**config.mk**
```make
export PLATFORM = sky130hd
export DESIGN_NAME = asid_tlb_lookup
export DESIGN_NICKNAME = d
export VERILOG_FILES = /design/src/rtl/asid_tlb_lookup.sv
export SDC_FILE = /design/constraint.sdc
export NUM_CORES = 2
export LEC_CHECK = 0
export CORE_MARGIN = 3
export CORE_UTILIZATION = 55
export DETAILED_ROUTE_END_ITERATION = 7
export GPL_ROUTABILITY_DRIVEN = 0
export PLACE_DENSITY = 0.73
export SETUP_SLACK_MARGIN = 0.2
export SYNTH_ARGS = -nofsm -noshare
export SYNTH_HDL_FRONTEND = slang
export SYNTH_SLANG_ARGS = --single-unit
```
**constraint.sdc**
```tcl
create_clock -name clk -period 6.1 [get_ports clk]
set_input_delay 1.22 -clock clk [delete_from_list [all_inputs] [get_ports clk]]
set_output_delay 1.22 -clock clk [all_outputs]
set_load 0.05 [all_outputs]
```
**src/rtl/asid_tlb_lookup.sv**
```systemverilog
module asid_tlb_lookup #(
  parameter int NWAYS       = 4,
  parameter int IDX_W       = 2,
  parameter int PAGE_SHIFT  = 12,
  parameter logic [31:0] RASID_RESET = 32'h0403_0201
) (
  input  logic                    clk,
  input  logic                    rst_n,
  input  logic [31:0]             lk_va,
  input  logic                    lk_data,
  output logic [3:0]              lk_way,
  output logic [IDX_W-1:0]        lk_index,
  output logic [1:0]              lk_ring,
  output logic [2:0]              lk_cause,
  output logic [31-PAGE_SHIFT:0]  lk_ppn,
  output logic [3:0]              lk_attr,
  input  logic                    wr_en,
  input  logic                    wr_data,
  input  logic [31:0]             wr_sel,
  input  logic [31-PAGE_SHIFT:0]  wr_ppn,
  input  logic [1:0]              wr_ring,
  input  logic [3:0]              wr_attr,
  input  logic                    rasid_we,
  input  logic [31:0]             rasid_wdata
);
  localparam int VPN_W  = 32 - PAGE_SHIFT;
  localparam int WAY_W  = $clog2(NWAYS);
  localparam int SLOT_W = 1 + WAY_W + IDX_W;
  localparam int NSLOT  = 1 << SLOT_W;

  logic [VPN_W-1:0] vpn_q  [NSLOT];
  logic [VPN_W-1:0] ppn_q  [NSLOT];
  logic [7:0]       asid_q [NSLOT];
  logic [3:0]       attr_q [NSLOT];
  logic [31:0]      rasid_q;

  // write side
  logic [3:0]        wsel_way;
  logic              wsel_ok;
  logic [SLOT_W-1:0] wslot;
  logic [7:0]        wasid;

  assign wsel_way = wr_data ? wr_sel[3:0] : {1'b0, wr_sel[2:0]};
  assign wsel_ok  = wr_en && (int'(wsel_way) < NWAYS);
  assign wslot    = {wr_data, wsel_way[WAY_W-1:0], wr_sel[PAGE_SHIFT +: IDX_W]};
  assign wasid    = rasid_q[{wr_ring, 3'b000} +: 8];

  always_ff @(posedge clk) begin
    if (!rst_n) begin
      rasid_q <= RASID_RESET;
      for (int s = 0; s < NSLOT; s++) begin
        vpn_q[s]  <= '0;
        ppn_q[s]  <= '0;
        asid_q[s] <= '0;
        attr_q[s] <= '0;
      end
    end else begin
      if (rasid_we) rasid_q <= {rasid_wdata[31:8], 8'h01};
      if (wsel_ok) begin
        vpn_q[wslot]  <= wr_sel[31:PAGE_SHIFT];
        ppn_q[wslot]  <= wr_ppn;
        asid_q[wslot] <= wasid;
        attr_q[wslot] <= wr_attr;
      end
    end
  end

  // lookup side
  logic [IDX_W-1:0]  lk_idx;
  logic [VPN_W-1:0]  lk_vpn;
  logic [NWAYS-1:0]  hit_vec;
  logic [WAY_W-1:0]  hit_way;
  logic              hit_any;
  logic              hit_multi;
  logic [SLOT_W-1:0] sel_slot;
  logic [7:0]        sel_asid;
  logic [1:0]        ring;

  assign lk_idx = lk_va[PAGE_SHIFT +: IDX_W];
  assign lk_vpn = lk_va[31:PAGE_SHIFT];

  for (genvar w = 0; w < NWAYS; w++) begin : g_way
    logic [SLOT_W-1:0] slot;
    assign slot       = {lk_data, WAY_W'(w), lk_idx};
    assign hit_vec[w] = (asid_q[slot] != 8'h00) && (vpn_q[slot] == lk_vpn);
  end

  always_comb begin
    hit_way = '0;
    for (int w = NWAYS - 1; w >= 0; w--)
      if (hit_vec[w]) hit_way = WAY_W'(w);
  end

  assign hit_any   = |hit_vec;
  assign hit_multi = (hit_vec & (hit_vec - 1'b1)) != '0;
  assign sel_slot  = {lk_data, hit_way, lk_idx};
  assign sel_asid  = asid_q[sel_slot];

  always_comb begin
    ring = 2'd3;
    for (int r = 3; r >= 0; r--)
      if (rasid_q[8*r +: 8] == sel_asid) ring = 2'(r);
  end

  assign lk_cause = !hit_any  ? {lk_data, 2'b01} :
                    hit_multi ? {lk_data, 2'b10} : 3'b000;
  assign lk_way   = hit_any ? 4'(hit_way)       : 4'd0;
  assign lk_index = hit_any ? lk_idx            : '0;
  assign lk_ring  = hit_any ? ring              : 2'd0;
  assign lk_ppn   = hit_any ? ppn_q[sel_slot]   : '0;
  assign lk_attr  = hit_any ? attr_q[sel_slot]  : 4'd0;

  // checks
  assert_rasid_force_R2: assert property (@(posedge clk) disable iff (!rst_n)
    rasid_we |=> rasid_q == {$past(rasid_wdata[31:8]), 8'h01});

  assert_zero_asid_R3: assert property (@(posedge clk) disable iff (!rst_n)
    lk_cause[1:0] != 2'b01 |-> sel_asid != 8'h00);

  assert_ring_match_R5: assert property (@(posedge clk) disable iff (!rst_n)
    (lk_cause[1:0] != 2'b01 && lk_ring != 2'd3) |-> rasid_q[{lk_ring, 3'b000} +: 8] == sel_asid);

  assert_multi_hit_R6: assert property (@(posedge clk) disable iff (!rst_n)
    $countones(hit_vec) > 1 |-> lk_cause[1:0] == 2'b10);

  assert_miss_zero_R7: assert property (@(posedge clk) disable iff (!rst_n)
    lk_cause[1:0] == 2'b01 |-> (lk_way == 4'd0 && lk_ring == 2'd0 && lk_attr == 4'd0));

  assert_cause_side_R8: assert property (@(posedge clk) disable iff (!rst_n)
    lk_cause != 3'b000 |-> lk_cause[2] == lk_data);

  assert_write_lands_R10: assert property (@(posedge clk) disable iff (!rst_n)
    wsel_ok |=> asid_q[$past(wslot)] == $past(wasid));

endmodule

```
==> flow_summary.json <==
{
  "clk_latency_ps": 820,
  "cp.required_ps": 4880,
  "cts_sinks": 1688,
  "fin_crit_sh_pct": 116,
  "hp-class": "reg2reg",
  "critPathKind": "in2out",
  "grt_pass1_vias": 51300,
  "ioPinCount": 163,
  "io_buffers": 132,
  "setup_viol_count_final": 27,
  "area_delta_synth_final_pct": 18.8,
  "finalHoldViolCount": 0,
  "die_h_um": 382,
  "fin_nets": 5810,
  "status": "complete, but fails checks",
  "critPathMaxStageDelay_ps": 560,
  "wl_per_cell_um": 31.5,
  "grt_antenna_before_repair": 6,
  "worstPathCellList": "buf_16, buf_12, buf_12, buf_6, nor2_2, buf_12, a22o_1, nor4_1, nor4_1, nand4_1, buf_4, nor3_4, buf_6, nor2_4, nand2_4, buf_4, o21ai_0, buf_4, a31o_2, a2bb2oi_1, nand4_1, a31oi_4, buf_12",
  "drt_iter0_drc": 8127,
  "core_um2": 140000,
  "core.rowCount": 137,
  "pre_cts_ws_ps": -1130,
  "whs_ps": 519,
  "multi_input_area_um2": 26300,
  "startpoint_type": "input port",
  "reg2reg_from": "rasid_q[12]$_SDFFE_PN0P_",
  "p_leak_nw": 37.1,
  "finalCriticalPeriod_ps": 7050,
  "grt_max_degree": 225,
  "fmax_ghz": 0.142,
  "synth_cell_types": 81,
  "hold_end": "rasid_q[31]$_SDFFE_PN0P_",
  "finalPower_w": 0.0265,
  "avgSynthCellArea_um2": 14.6,
  "violations": "DRC, setup timing",
  "critical-path-top-delay-family": "buffers and inverters",
  "skew_ps": 20.0,
  "cts_made_buffers": 172,
  "clk_pin_slew_ps": 60,
  "end_kind": "primary output",
  "powerDensity_nw_per_um2": 287,
  "cp_max_fo": 27,
  "die_w_um": 382,
  "peakVddDrop_uv": 256,
  "r2r_cells": 4,
  "cts_buffer_depth": 3,
  "fill_cells": 9357,
  "grt_overflow": 0,
  "ant_nets": 0,
  "drt_wl_total_um": 242000,
  "clockRootBuffer": "clkbuf_16",
  "crit_top_cell": "buf_12",
  "min-delay-start": "rasid_q[31]$_SDFFE_PN0P_",
  "post-dp-hpwl_um": 136000,
  "avgViaCountPerCell": 6.76,
  "drv_cap": 0,
  "vias": 52100,
  "yosys_most_used_dff": "edfxtp_1",
  "grt_use_total_pct": 32.9,
  "synthArstFlopShare_pct": 0,
  "start_util_pct": 55.6,
  "layout-drive-gt1-share_pct": 25.9,
  "final_common_cell": "edfxtp_1",
  "drt-pass1-iter-count": 8,
  "crit_arrival_ps": 5830,
  "seq_area_frac_synth_pct": 64.8,
  "tightest_slew_ps": 1240,
  "final_cell_mix": "1664 x edfxtp_1, 1353 x and3_1, 475 x buf_4, 340 x mux4_2, 299 x nor2_1",
  "syn_inst": 5350,
  "cp.buffers_inverters": 10,
  "yosysWarnings": 0,
  "setup_ws_ps": -951,
  "rsz0062_at_grt": "yes",
  "grt_pass1_wl_um": 352000,
  "cts_tree": "yes",
  "synth_edf_count": 1664,
  "whs_path_depth": 2,
  "reg2reg_slack_ps": 4310,
  "dieArea_um2": 146000,
  "h-tree-depth": 4,
  "reg2reg_to": "asid_q[3][4]$_SDFFCE_PN0P_",
  "route.detailed.drc": 2,
  "finalMaxSlewViolations": 0,
  "max_slew_margin_pct": 16.9,
  "cp_slowest_cell": "buf_4",
  "synth-seq-cells": 1688,
  "netlist_area_um2": 77900,
  "regArea_um2": 50400
}
-- synthesized netlist by cell type, drive strengths merged, types with 3 or more instances --
library cell  count  area [um^2]
clkbuf          534         2010
o32ai             6         52.6
nand4            16          106
dfxtp            24          480
inv              44          168
o221a             8         90.1
a221oi           11          103
o22ai            11         68.8
a22o             17          149
a21oi            37          185
and4              4         35.0
nand2b            6         37.5
mux4            344         7780
a22oi            31          233
or4              10         75.1
nand3            16         85.1
buf              89          649
xnor2            34          298
edfxtp         1664        50000
nor4             21          138
a21o              4         30.0
a31oi            26          169
and3           1355         8480
nor2            316         1190
nand4b            4         35.0
or3               3         18.8
a32o              8         80.1
mux2             35          394
nor2b            62          388
mux2i           216         2160
xor2             35          307
or2               3         18.8
a21boi            3         22.5
and2              4         25.0
nand2           156          588
a211oi           42          320
o31a              5         43.8
o31ai             5         51.3
o21a              8         60.1
o21ai            85          425
nor3             24          145
-- power by group --
group          total [W]  switching, W  internal (W)
sequential        0.0135      0.000169        0.0133
combinational    0.00270       0.00163       0.00107
clock             0.0104       0.00457       0.00580
-- metal layers --
layer | vias to the layer above | track usage [%] | share of wire, % | wire (um)
li1 | 21300 | - | - | -
met1 | 26100 | 45.0 | 36 | 87200
met2 | 3902 | 50.7 | 46 | 112000
met3 | 687 | 7.39 | 13 | 30700
met4 | 4 | 15.0 | 5.0 | 12200
met5 | - | 0 | 0.024 | 59
-- kinds of logic (layout without fill, tap and decap cells) --
family          Yosys count  after routing  synth area share, %
compound gates          322            322                 2.86
flops                  1688           1688                 64.8
mux                     595            595                 13.3
xor+xnor                 69             69                0.776
simple gates           2008           2008                 14.7
buf+inv                 667           1103                 3.63
other cells               1             39              0.00482
-- tightest hold or removal path, stage by stage, from the launching register on --
cell     delay [ps]
dfxtp_1         320
mux2i_1          60
nor2b_1         100
-- flip-flops by register name, indices dropped and copies added, names as in the netlist --
register	cells
asid_q	256
attr_q	128
ppn_q	640
rasid_q	24
vpn_q	640
-- stage by stage --
stage / cell area (um^2) / utilization, % / cells / TNS [ps]
floorplan: 78600 / - / 5383 / -121
global placement: 84900 / 60.6 / 7294 / -19300
detailed placement: 84900 / 60.6 / 7294 / -20390
CTS: 91700 / 65.5 / 7660 / -13300
global route: 92500 / 66.1 / 7695 / -17650
finish: 92500 / 66.1 / 7700 / -15490
-- worst max path at each step --
| stage | to | start | cells after the start | slack [ps] |
|---|---|---|---|---|
| after floorplan | lk_ring[0] | lk_va[12] | 17 | -120 |
| after global placement | lk_ring[0] | lk_va[13] | 20 | -1100 |
| after detailed placement | lk_ring[0] | lk_va[12] | 19 | -1130 |
| after CTS | lk_ring[0] | lk_va[12] | 22 | -870 |
| after global routing | lk_ring[0] | lk_va[12] | 21 | -1040 |
| final | lk_ring[0] | lk_va[12] | 23 | -950 |
-- area by class of cell --
class / instances / share of cell area, %
Sequential cell: 1688 / 54.5
Multi-Input combinational cell: 3028 / 28.4
Timing Repair Buffer: 748 / 8.40
Clock buffer: 211 / 4.83
Tap cell: 1876 / 2.54
Clock inverter: 100 / 1.09
Inverter: 44 / 0.201
Antenna cell: 5 / 0.0135
-- what timing repair did --
item,4_1_cts,5_1_grt
gates cloned,6,2
setup buffers,49,33
gates resized for setup,164,146
pin swaps,32,52
endpoints found under the setup margin,32,32
hold buffers,0,0
Power figures use the tool's default switching activity.
